$ cat src/rtl/cmp_pkg.sv
package cmp_pkg;
  localparam int unsigned OP_W = 3;

  typedef enum logic [OP_W-1:0] {
    TST_EQ   = 3'd0,
    TST_NE   = 3'd1,
    TST_SGT  = 3'd2,
    TST_SGE  = 3'd3,
    TST_UGT  = 3'd4,
    TST_UGE  = 3'd5,
    TST_AND  = 3'd6,
    TST_NAND = 3'd7
  } cmp_op_e;

  typedef enum logic [1:0] {
    SINK_NONE = 2'd0,
    SINK_FLAG = 2'd1,
    SINK_REG  = 2'd2,
    SINK_BAD  = 2'd3
  } cmp_sink_e;
endpackage

$ cat src/rtl/cmp_order.sv
module cmp_order #(
  parameter int unsigned DATA_W = 64
) (
  input  logic              three_op,
  input  logic              swap,
  input  logic [DATA_W-1:0] src1,
  input  logic [DATA_W-1:0] src2,
  output logic [DATA_W-1:0] lhs,
  output logic [DATA_W-1:0] rhs
);
  logic [DATA_W-1:0] nat_l, nat_r;

  // three-operand shape: src1 OP src2; two-operand shape: src2 OP src1
  always_comb begin
    nat_l = three_op ? src1 : src2;
    nat_r = three_op ? src2 : src1;
    lhs   = swap ? nat_r : nat_l;
    rhs   = swap ? nat_l : nat_r;
  end
endmodule

$ cat src/rtl/cmp_eval.sv
module cmp_eval
  import cmp_pkg::*;
#(
  parameter int unsigned DATA_W   = 64,
  parameter bit          BIAS_CMP = 1'b1
) (
  input  cmp_op_e           op,
  input  logic [DATA_W-1:0] lhs,
  input  logic [DATA_W-1:0] rhs,
  output logic              verdict
);
  localparam int unsigned MSB = DATA_W - 1;

  logic s_gt, s_eq, u_gt, eq, any_and;

  assign eq      = (lhs == rhs);
  assign u_gt    = (lhs > rhs);
  assign any_and = |(lhs & rhs);
  assign s_eq    = eq;

  generate
    if (BIAS_CMP) begin : g_bias
      // flip sign bits so that an unsigned compare gives two's-complement order
      logic [DATA_W-1:0] bl, br;
      assign bl   = {~lhs[MSB], lhs[MSB-1:0]};
      assign br   = {~rhs[MSB], rhs[MSB-1:0]};
      assign s_gt = (bl > br);
    end else begin : g_direct
      assign s_gt = ($signed(lhs) > $signed(rhs));
    end
  endgenerate

  always_comb begin
    unique case (op)
      TST_EQ:   verdict = eq;
      TST_NE:   verdict = !eq;
      TST_SGT:  verdict = s_gt;
      TST_SGE:  verdict = s_gt || s_eq;
      TST_UGT:  verdict = u_gt;
      TST_UGE:  verdict = u_gt || eq;
      TST_AND:  verdict = any_and;
      TST_NAND: verdict = !any_and;
      default:  verdict = 1'b0;
    endcase
  end
endmodule

$ cat src/rtl/cmp_steer.sv
module cmp_steer
  import cmp_pkg::*;
#(
  parameter int unsigned IDX_W = 5
) (
  input  logic             three_op,
  input  logic             two_op_en,
  input  logic [IDX_W-1:0] dst,
  output cmp_sink_e        sink
);
  always_comb begin
    if (three_op)
      sink = (dst == '0) ? SINK_FLAG : SINK_REG;
    else
      sink = two_op_en ? SINK_FLAG : SINK_BAD;
  end
endmodule

$ cat src/rtl/cmp_set_unit.sv
module cmp_set_unit
  import cmp_pkg::*;
#(
  parameter int unsigned DATA_W   = 64,
  parameter int unsigned IDX_W    = 5,
  parameter bit          BIAS_CMP = 1'b1
) (
  input  logic              clk,
  input  logic              rst,
  input  logic              cfg_two_op_en,
  input  logic              in_valid,
  output logic              in_ready,
  input  logic [2:0]        in_op,
  input  logic              in_swap,
  input  logic              in_three_op,
  input  logic [DATA_W-1:0] in_src1,
  input  logic [DATA_W-1:0] in_src2,
  input  logic [IDX_W-1:0]  in_dst,
  output logic              out_valid,
  input  logic              out_ready,
  output logic              out_wr_en,
  output logic [IDX_W-1:0]  out_wr_idx,
  output logic [DATA_W-1:0] out_wr_data,
  output logic              out_illegal,
  output logic              t_bit
);
  logic [DATA_W-1:0] lhs, rhs;
  logic              verdict;
  cmp_sink_e         sink;
  logic              take;

  cmp_order #(.DATA_W(DATA_W)) u_order (
    .three_op(in_three_op), .swap(in_swap),
    .src1(in_src1), .src2(in_src2), .lhs(lhs), .rhs(rhs)
  );

  cmp_eval #(.DATA_W(DATA_W), .BIAS_CMP(BIAS_CMP)) u_eval (
    .op(cmp_op_e'(in_op)), .lhs(lhs), .rhs(rhs), .verdict(verdict)
  );

  cmp_steer #(.IDX_W(IDX_W)) u_steer (
    .three_op(in_three_op), .two_op_en(cfg_two_op_en),
    .dst(in_dst), .sink(sink)
  );

  assign in_ready = !out_valid || out_ready;
  assign take     = in_valid && in_ready;

  always_ff @(posedge clk) begin
    if (rst) begin
      out_valid   <= 1'b0;
      out_wr_en   <= 1'b0;
      out_wr_idx  <= '0;
      out_wr_data <= '0;
      out_illegal <= 1'b0;
      t_bit       <= 1'b0;
    end else begin
      if (take) begin
        out_valid   <= 1'b1;
        out_wr_en   <= (sink == SINK_REG);
        out_wr_idx  <= in_dst;
        out_wr_data <= {{(DATA_W-1){1'b0}}, verdict};
        out_illegal <= (sink == SINK_BAD);
        if (sink == SINK_FLAG)
          t_bit <= verdict;
      end else if (out_ready) begin
        out_valid <= 1'b0;
      end
    end
  end

  AST_HOLD_UNDER_STALL: assert property (@(posedge clk) disable iff (rst)
    out_valid && !out_ready |=> out_valid && $stable(out_wr_data) && $stable(out_wr_en) && $stable(out_illegal));
  AST_FLAG_QUIET_IDLE: assert property (@(posedge clk) disable iff (rst)
    !(in_valid && in_ready) |=> $stable(t_bit));
  AST_REG_WRITE_KEEPS_FLAG: assert property (@(posedge clk) disable iff (rst)
    in_valid && in_ready && in_three_op && in_dst != '0 |=> $stable(t_bit) && out_wr_en);
  AST_NO_WRITE_TO_ZERO: assert property (@(posedge clk) disable iff (rst)
    out_valid && out_wr_en |-> out_wr_idx != '0);
  AST_BOOLEAN_DATA: assert property (@(posedge clk) disable iff (rst)
    out_valid && out_wr_en |-> out_wr_data[DATA_W-1:1] == '0);
  AST_ILLEGAL_NO_EFFECT: assert property (@(posedge clk) disable iff (rst)
    in_valid && in_ready && !in_three_op && !cfg_two_op_en |=> $stable(t_bit) && out_illegal && !out_wr_en);
  AST_TWO_OP_NO_WRITE: assert property (@(posedge clk) disable iff (rst)
    in_valid && in_ready && !in_three_op |=> !out_wr_en);
endmodule

$ cat config.mk
export PLATFORM = sky130hd
export DESIGN_NAME = cmp_set_unit
export DESIGN_NICKNAME = d
export VERILOG_FILES = /design/src/rtl/cmp_pkg.sv /design/src/rtl/cmp_order.sv /design/src/rtl/cmp_eval.sv /design/src/rtl/cmp_steer.sv /design/src/rtl/cmp_set_unit.sv
export SDC_FILE = /design/constraint.sdc
export NUM_CORES = 1
export LEC_CHECK = 0
export CORE_MARGIN = 2
export CORE_UTILIZATION = 41
export DETAILED_ROUTE_END_ITERATION = 8
export PLACE_DENSITY = 0.86
export SYNTH_ARGS = -nofsm -noshare
export SYNTH_HDL_FRONTEND = slang
export SYNTH_HIERARCHICAL = 1
export SYNTH_SLANG_ARGS = --single-unit
$ cat constraint.sdc
create_clock -name clk -period 3.75 [get_ports clk]
set_clock_uncertainty 0.2 [all_clocks]
set_input_delay 0.75 -clock clk [delete_from_list [all_inputs] [get_ports clk]]
set_output_delay 0.75 -clock clk [all_outputs]
set_load 0.03 [all_outputs]
After elaboration in Yosys (flattened, before gate mapping). Index checks and enable logic that the tools add are counted.

Order comparisons: 2. Equality and inequality tests: 11. Mux-type cells: 10. Bitwise logic cells: 3. Reduce and logical (&&, ||, !) cells: 12.

Operators with widths (number): $mux W64 (4); $gt A64 B64 Y1 (2); $and A64 B64 Y64 (1); $eq A64 B64 Y1 (1); $reduce_or A64 Y1 (1); $eq A3 B3 Y1 const B (4); $pmux W1 S8 (1); $eq A3 B2 Y1 const B (2); $mux W2 (3); $logic_not A5 Y1 (1); $eq A2 B2 Y1 const B (2); $eq A3 B1 Y1 const B (1); $logic_not A1 Y1 (3); $logic_not A3 Y1 (1); $logic_or A1 B1 Y1 (3); $eq A2 B1 Y1 const B (1); $mux W1 (2); $not A1 Y1 (2); $reduce_and A2 Y1 (1); $reduce_bool A2 Y1 (1); $logic_and A1 B1 Y1 (1).

Register bits after elaboration: 10. Bits of input ports: 143. Output and inout port bits: 74. Word-level logic and storage cells: 44.

Depth between registers and ports, before layout. Gate-level depths: netlist (run 1).

Depth after elaboration: 6. Depth in mapped cells: 14. Depth with buffers taken out: 13.

Modules after synthesis. Netlist (run 1), hierarchy kept.

Modules (own cells, without submodules): cmp_eval (times used 1, cells an instance 336, area an instance 2702.6 um^2, sequential area each 0.0 um^2); cmp_order (times used 1, cells an instance 142, area an instance 1534.0 um^2, sequential area each 0.0 um^2); cmp_set_unit (times used 1, cells an instance 110, area an instance 878.3 um^2, sequential area each 200.2 um^2); cmp_steer (times used 1, cells an instance 5, area an instance 35.0 um^2, sequential area each 0.0 um^2).

Worst setup path after synthesis (run 1). OpenSTA, ideal clock, no wires.

Path type: input to register. Start point: in in_three_op. End point: reg t_bit. Library setup time: 67 ps. Arrival time: 3542 ps. Required time: 3483 ps. Slack: -59 ps. Stages on the path: 12. Path buffers: 1. Cells stage by stage: xor2_2 > buf_2 > mux2_1 > ha_1 > nand4_2 > or3_1 > or3_1 > a311oi_2 > o311ai_1 > nand3_1 > nand4_1 > a21oi_2.

Longest elaborated chain between the ends: 6. Elaborated cells between the ends (all ways): 19. Classes of those cells: 2 x order compare; 2 x eq/ne; 6 x mux; 3 x bitwise; 6 x reduce/logical.

RTL lines: start, declared (line cmp_set_unit.sv:15) `input logic in_three_op,`; $mux W64 (on tied branches) (line cmp_order.sv:15, cmp_order.sv:16); $mux W64 (*) (line cmp_order.sv:17) `lhs = swap ? nat_r : nat_l;`; via lhs[61] (line cmp_set_unit.sv:27) `logic [DATA_W-1:0] lhs, rhs;`; branches (longest 3 deep; another with $gt A64 B64 Y1); $pmux W1 S8 (*) (line cmp_eval.sv:34) `unique case (op)`; via verdict (line cmp_set_unit.sv:28) `logic verdict;`; end signal, assigned (line cmp_set_unit.sv:65) `t_bit <= verdict;`; end, declared (line cmp_set_unit.sv:25) `output logic t_bit`.

Mark *: on every way through the listed nets, which the timed path passes. A chain may end at the register's enable or synchronous reset.

Worst setup path in the final report (run 1).
Start point: in in_swap. End point: reg t_bit.

Longest elaborated chain between the ends: 5. Elaborated cells between the ends (all ways): 14. Classes of those cells: 2 x order compare; 1 x eq/ne; 3 x mux; 3 x bitwise; 5 x reduce/logical.

RTL lines: start, declared (line cmp_set_unit.sv:14) `input logic in_swap,`; $mux W64 (*) (line cmp_order.sv:17); via lhs[57] (line cmp_set_unit.sv:27); branches (longest 3 deep; another with $gt A64 B64 Y1); $pmux W1 S8 (*) (line cmp_eval.sv:34); via verdict (line cmp_set_unit.sv:28).

Marks and branches as above.

==> results of run 1 <==
[per-layer routing]
metal / global-route usage, % / up-vias / routed length [um]
li1: - / 2459 / -
met1: 27.91 / 2466 / 6739
met2: 46.51 / 212 / 9250
met3: 4.498 / 49 / 1222
met4: 7.540 / 0 / 501
met5: 0 / - / 0
[worst max-delay path: stages]
cell	delay, ns
sky130_fd_sc_hd__buf_6	0.10
sky130_fd_sc_hd__buf_6	0.11
sky130_fd_sc_hd__xor2_4	0.16
sky130_fd_sc_hd__buf_6	0.16
sky130_fd_sc_hd__buf_12	0.13
sky130_fd_sc_hd__buf_12	0.14
sky130_fd_sc_hd__mux2_1	0.40
sky130_fd_sc_hd__ha_4	0.30
sky130_fd_sc_hd__nand4_1	0.18
sky130_fd_sc_hd__buf_4	0.21
sky130_fd_sc_hd__nor4_4	0.15
sky130_fd_sc_hd__buf_4	0.16
sky130_fd_sc_hd__nand4_1	0.15
sky130_fd_sc_hd__and2_4	0.19
sky130_fd_sc_hd__o31a_4	0.35
sky130_fd_sc_hd__o31ai_4	0.06
sky130_fd_sc_hd__nand3_2	0.14
sky130_fd_sc_hd__nand4_1	0.13
sky130_fd_sc_hd__a21oi_2	0.07
[stage by stage]
step / util [%] / cell area, um^2 / hold WS [ns] / worst slack (ns)
5_1_grt: 68.36 / 8279 / 0.3032 / -0.5318
3_5_place_dp: 58.77 / 7118 / 0.2643 / -1.032
6_report: 68.36 / 8279 / 0.2775 / -0.4007
4_1_cts: 67.41 / 8164 / 0.2699 / -0.2606
2_1_floorplan: - / 5401 / 0.4025 / 0.007631
3_3_place_gp: 58.77 / 7118 / 0.2589 / -0.9931
[cells in the mapped netlist (8+ instances only)]
library cell              number  share of area [%]
sky130_fd_sc_hd__a21oi_1      37                3.6
sky130_fd_sc_hd__buf_2        13                1.3
sky130_fd_sc_hd__buf_4        64                9.3
sky130_fd_sc_hd__dfxtp_1      10                3.9
sky130_fd_sc_hd__ha_1        129                 31
sky130_fd_sc_hd__inv_1        70                5.1
sky130_fd_sc_hd__mux2_1       11                2.4
sky130_fd_sc_hd__mux2_2      117                 26
sky130_fd_sc_hd__nand2_1      15                1.1
sky130_fd_sc_hd__nand3_1      14                1.4
sky130_fd_sc_hd__nand4_1      22                2.7
sky130_fd_sc_hd__nor2_1        8               0.58
sky130_fd_sc_hd__nor4_1       22                2.7
sky130_fd_sc_hd__o21ai_0      17                1.7
[power by group]
part           leakage, uW  switching, uW  total, uW  internal [uW]
combinational      0.00364            689       1440            750
sequential       0.0000822           3.02        116            113
clock            0.0000442           52.7        213            161
total              0.00376            745       1770           1020
[worst min-delay path by stage]
stage / start / endpoint / slack [ns]
final: out_wr_idx[4]$_SDFFE_PP0P_ / out_wr_idx[4]$_SDFFE_PP0P_ / 0.28
after global routing: out_wr_idx[2]$_SDFFE_PP0P_ / out_wr_idx[2]$_SDFFE_PP0P_ / 0.30
after CTS: out_illegal$_SDFFE_PP0P_ / out_illegal$_SDFFE_PP0P_ / 0.27
after global placement: out_illegal$_SDFFE_PP0P_ / out_illegal$_SDFFE_PP0P_ / 0.26
after floorplan: out_illegal$_SDFFE_PP0P_ / out_illegal$_SDFFE_PP0P_ / 0.40
after detailed placement: out_illegal$_SDFFE_PP0P_ / out_illegal$_SDFFE_PP0P_ / 0.26
[layout make-up]
class | count | area (um^2) | area share, %
multi-input cells | 496 | 5062 | 61.15
flip-flops and latches | 10 | 200.2 | 2.418
well taps | 168 | 210.2 | 2.539
clock buffers | 4 | 88.84 | 1.073
inverters | 71 | 266.5 | 3.219
repair buffers | 241 | 2451 | 29.61
[sequential cells by signal, indices dropped and copies added, names as in the netlist]
register     count
out_wr_data      1
out_wr_en        1
out_valid        1
out_illegal      1
t_bit            1
out_wr_idx       5
[placed cells by master, fill, tap and decap left out, drive strengths merged, types with 15 or more instances in the layout]
master         count
clkdlybuf4s50    151
ha               129
mux2             128
buf               90
inv               71
conb              63
a21oi             38
nor4              24
nand4             23
o21ai             17
nand2             15
[timing repair]
action | in CTS | in global routing
gates resized for setup | 122 | 24
pin swaps | 33 | 26
buffers inserted | 21 | 4
endpoints found under the setup margin | 2 | 2
endpoints found under the hold margin | 0 | 0
hold buffers | 0 | 0
cloned | 7 | 0
[cells by family after synthesis]
family,after synthesis,share of synthesized area [%]
compound gates,74,8.917
fa+ha+maj,129,31.34
buf+inv,149,15.84
mux,128,27.99
other cells,1,0.07282
xor+xnor,2,0.6319
flops,10,3.887
simple gates,100,11.32
==> metrics.md, run 1 <==
| Metric | Value |
|---|---|
| Final routed wirelength across all metal layers | `17710 um` |
| Final estimated routing congestion in global placement | `0.8266` |
| Routed via count | `5186` |
| Layout cells sized above 1 | `35.28%` |
| Worst VDD drop | `0.1339 mV` |
| Critical Path End Type | `register` |
| Unrepaired setup endpoints after global routing | `yes` |
| Number of global-route vias before repair | `5448` |
| Vias per std cell | `5.238` |
| Critical Path AT | `4.06 ns` |
| Class of the worst hold path | `reg2reg` |
| Count of nets after finishing | `1095` |
| Power Dens Cells | `213.6 nW/um^2` |
| Remaining Overflow, GRT | `0` |
| Run status | `finished with violations` |
| Source of the worst register-to-register timing path | `out_valid$_SDFFE_PP0P_` |
| Synth-to-Final Area Change | `60.76%` |
| Ports | `217` |
| Async set or reset register ratio after synthesis | `0%` |
| Placeable core area | `12110 um^2` |
| Final hold violations | `0` |
| Critical path required time | `3.66 ns` |
| Worst setup slack after layout | `-0.4007 ns` |
| Port-buffer cells | `153` |
| Leakage power total | `0.003763 uW` |
| Clock Latency Late Sink | `0.24 ns` |
| Register area share after synthesis | `3.887%` |
| TritonCTS buffer count | `3` |
| Sum of negative setup slack | `-0.7678 ns` |
| Drt first pass iters | `5` |
| Maximum fanout count along the critical path | `8` |
| Max-cap violations | `0` |
| Clock tree from TritonCTS | `done` |
| FF-to-FF setup slack | `2.38 ns` |
| Inst Count DP | `959` |
| Average cell area after synthesis | `8.685 um^2` |
| EDFF count, synth | `0` |
| WL per Instance | `17.89 um` |
| Number of placement rows | `40` |
| Violation count after the first detailed-routing iteration | `272` |
| Count of distinct cell types in the synthesized netlist | `46` |
| Final HPWL from detailed placement | `11620 um` |
| Shortest period the worst path allows | `4.151 ns` |
| All-layer global routing usage | `24.62%` |
| Final setup vio count | `2` |
| Reg-to-Reg End | `t_bit$_SDFFE_PP0P_` |
| Worst R2R Path Depth | `4` |
| Part of the cycle the worst path needs | `110.7%` |
| Failing checks | `negative setup slack` |
| Antenna violations before repair | `0` |
| Number of H-tree levels | `1` |
| Clock tree root buffer cell | `sky130_fd_sc_hd__clkbuf_16` |
| Count of final max-slew check failures | `0` |
| Clock-pin transition on the worst setup and hold timing paths | `0.05 ns` |
| Number of clock sinks seen by CTS | `10` |
| Wire length of the first global-routing pass | `26500 um` |
| Kind of critical path | `in2reg` |
| Largest net degree at the start of global routing | `15` |
| Maximum frequency from static timing analysis | `240.9 MHz` |
| Worst Setup EP | `t_bit$_SDFFE_PP0P_` |
| Number of synthesis warnings | `6` |
| Die extent in y | `116.1 um` |
| DIE AREA | `13470 um^2` |
| Width of the die | `116.1 um` |
| Critical path origin | `in_swap` |
| Count of inserted antenna diode cells | `0` |
| Remaining DRCs | `0` |
| Crit start category | `input port` |
| Total of flip-flops plus latches after synthesis | `10` |
| Fill count | `875` |
| Syn Inst Count | `593` |
| Total power of the final layout | `1768 uW` |
| Maximum count of clock buffers along a single path | `2` |
| Post-DRT Antenna Nets | `0` |
| Starting density of the core | `42.52%` |
| Flip-flop cell with the highest count after synthesis | `sky130_fd_sc_hd__dfxtp_1` |
| Final non-filler cell total | `990` |
| Cell area after synthesis | `5150 um^2` |
| Cells on Worst Hold Path | `2` |
(Power assumes the default switching activity.)
==> inputs of run 2 (changes only) <==
==> constraint.sdc (replaced) <==
create_clock -name clk -period 3.75 [get_ports clk]
set_clock_uncertainty 0.2 [all_clocks]
set_input_delay 0.9375 -clock clk [delete_from_list [all_inputs] [get_ports clk]]
set_output_delay 0.9375 -clock clk [all_outputs]
set_load 0.03 [all_outputs]
==> run 2 against run 1 <==
  * The run still ends with negative setup slack left
  * First-iteration DRC count fell by 39%
  * Sequential power about the same
  * Register-to-register slack better by 0.08 ns
  * Combinational power shrank 11%
  * Clock-buffer cell count is 1 lower
  * Critical path type unchanged
  * Largest cell class unchanged
==> metrics.md, run 2 (synthesis gave the netlist of run 1 again) <==
| Metric | Value |
|---|---|
| Summed area of non-filler cells in the final layout | `7780 um^2 (-6.0%)` |
| Top library cells by usage in the layout, fill and taps aside | `sky130_fd_sc_hd__clkdlybuf4s50_1, sky130_fd_sc_hd__ha_1, sky130_fd_sc_hd__mux2_2, sky130_fd_sc_hd__inv_1, sky130_fd_sc_hd__conb_1` |
| Count of final max-slew check failures | `0 (unchanged)` |
| Synth-to-Final Area Change | `51.07%` |
| Remaining Overflow, GRT | `0 (unchanged)` |
| Leakage power total | `0.003649 uW (-3.0%)` |
| Number of H-tree levels | `1 (unchanged)` |
| Max-cap violations | `0 (unchanged)` |
| Violation count after the first detailed-routing iteration | `167 (-39%)` |
| Largest net degree at the start of global routing | `24 (+9)` |
| Clock tree from TritonCTS | `done` |
| Register name with the most flops | `out_wr_idx` |
| Placeable core area | `12110 um^2 (unchanged)` |
| Kind of critical path | `in2reg` |
| Ports | `217 (unchanged)` |
| Dpl cell area | `7247 um^2 (+1.8%)` |
| Remaining DRCs | `0 (unchanged)` |
| Final routed wirelength across all metal layers | `15220 um (-14%)` |
| Number of placement rows | `40 (unchanged)` |
| Hold-fix buffer count after cts | `0 (unchanged)` |
| DIE AREA | `13470 um^2 (unchanged)` |
| Count of inserted antenna diode cells | `0 (unchanged)` |
| Crit start category | `input port` |
| Clock tree root buffer cell | `sky130_fd_sc_hd__clkbuf_16` |
| Count of nets after finishing | `1082 (-1.2%)` |
| Port-buffer cells | `153 (unchanged)` |
| Largest register FFs | `5 (unchanged)` |
| Final estimated routing congestion in global placement | `0.8443 (+2.1%)` |
| Post-DRT Antenna Nets | `0 (unchanged)` |
| WL per Instance | `15.59 um (-13%)` |
| Wire length of the first global-routing pass | `23230 um (-12%)` |
| Vias per std cell | `5.095 (-2.7%)` |
| Leading cell type in the layout, fill and taps excluded | `sky130_fd_sc_hd__clkdlybuf4s50_1` |
| Power Dens Cells | `203.0 nW/um^2 (-4.9%)` |
| Worst setup slack after layout | `-0.9773 ns (-0.5765 ns)` |
| Fill count | `960 (+9.7%)` |
| Drt first pass iters | `4 (-1)` |
| Die extent in y | `116.1 um (unchanged)` |
| Smallest hold slack | `0.2714 ns (-0.006052 ns)` |
| Critical Path AT | `4.63 ns (+0.57 ns)` |
| Final hold violations | `0 (unchanged)` |
| Final HPWL from detailed placement | `11670 um (+0.45%)` |
| Final setup vio count | `2 (unchanged)` |
| TritonCTS buffer count | `3 (unchanged)` |
| Maximum fanout count along the critical path | `14 (+6)` |
| Width of the die | `116.1 um (unchanged)` |
| Clock Latency Late Sink | `0.24 ns (about the same)` |
| Unrepaired setup endpoints after global routing | `yes` |
| Number of clock sinks seen by CTS | `10 (unchanged)` |
| Critical path required time | `3.65 ns (about the same)` |
| Maximum count of clock buffers along a single path | `2 (unchanged)` |
| Class of the worst hold path | `reg2reg` |
| Routed via count | `4973 (-4.1%)` |
| Layout cells sized above 1 | `30.57% (-4.7 points)` |
| Failing checks | `negative setup slack` |
| Shortest period the worst path allows | `4.727 ns (+0.5765 ns)` |
| Run status | `finished with violations` |
| Worst VDD drop | `0.1788 mV (+33%)` |
| Antenna violations before repair | `0 (unchanged)` |
| Maximum frequency from static timing analysis | `211.5 MHz (-12%)` |
| Area taken by flip-flops and latches | `200.2 um^2 (unchanged)` |
| Critical Path End Type | `register` |
| Number of global-route vias before repair | `5108 (-6.2%)` |
| Area of the multi-input gates | `4750 um^2 (-6.2%)` |
| All-layer global routing usage | `21.37% (-3.2 points)` |
| Clock-pin transition on the worst setup and hold timing paths | `0.04 ns (about the same)` |
| Part of the cycle the worst path needs | `126.1% (+15 points)` |
| Starting density of the core | `42.52% (unchanged)` |
-- run 2: stage by stage --
step	utilization [%]	instances	worst slack, ns	power (uW)	TNS (ns)
6_report	64.24	976	-0.9773	1579	-1.950
5_1_grt	64.24	976	-1.076	1694	-2.123
4_1_cts	63.69	975	-0.8697	1540	-1.737
3_5_place_dp	59.83	960	-1.416	1250	-2.827
3_3_place_gp	59.83	960	-1.348	1216	-2.691
2_1_floorplan	-	655	-0.1082	870.1	-0.1868
-- run 2: worst paths after layout --
| path | startpoint | to | slack (ns) | cells past startpoint |
|---|---|---|---|---|
| worst max-delay path | in_swap | out_wr_data[0]$_SDFFE_PP0P_ | -0.98 | 16 |
| worst min-delay path | out_wr_en$_SDFFE_PP0P_ | out_wr_en$_SDFFE_PP0P_ | 0.27 | 2 |
| worst max register to register | out_valid$_SDFFE_PP0P_ | t_bit$_SDFFE_PP0P_ | 2.46 | 5 |
| worst min register to register | out_wr_en$_SDFFE_PP0P_ | out_wr_en$_SDFFE_PP0P_ | 0.27 | 2 |
-- run 2: area by class of cell --
class / count / share of cell area, %
multi-input cells: 496 / 61.05
repair buffers: 228 / 29.29
inverters: 71 / 3.426
well taps: 168 / 2.702
flip-flops and latches: 10 / 2.573
clock buffers: 3 / 0.9649
-- run 2: power by group --
part	switching [uW]	total (uW)	internal, uW
combinational	611	1280	667
clock	48.0	186	138
sequential	2.76	116	113
total	662	1580	918
-- run 2: worst max-delay path: stages --
cell                              delay [ns]
sky130_fd_sc_hd__clkdlybuf4s50_1        0.47
sky130_fd_sc_hd__buf_6                  0.13
sky130_fd_sc_hd__xor2_4                 0.23
sky130_fd_sc_hd__buf_12                 0.19
sky130_fd_sc_hd__buf_12                 0.15
sky130_fd_sc_hd__mux2_2                 0.36
sky130_fd_sc_hd__ha_1                   0.34
sky130_fd_sc_hd__nand4_1                0.29
sky130_fd_sc_hd__nor2_1                 0.10
sky130_fd_sc_hd__a221o_1                0.35
sky130_fd_sc_hd__o41ai_2                0.26
sky130_fd_sc_hd__a311oi_2               0.17
sky130_fd_sc_hd__o311ai_1               0.29
sky130_fd_sc_hd__nand3_1                0.17
sky130_fd_sc_hd__nand3_1                0.11
sky130_fd_sc_hd__a21oi_1                0.07
-- run 2: routing by layer --
layer	GRT usage, %	up-vias	wire (um)
met5	0	-	0
met2	41.99	191	7922
met4	6.190	0	461
li1	-	2430	-
met3	3.138	39	898
met1	23.54	2313	5932
-- run 2: repair_timing --
item	4_1_cts	5_1_grt
setup endpoints to repair	2	2
cloned	4	0
buffers inserted	9	1
gates resized for setup	39	10
pin swaps	22	1
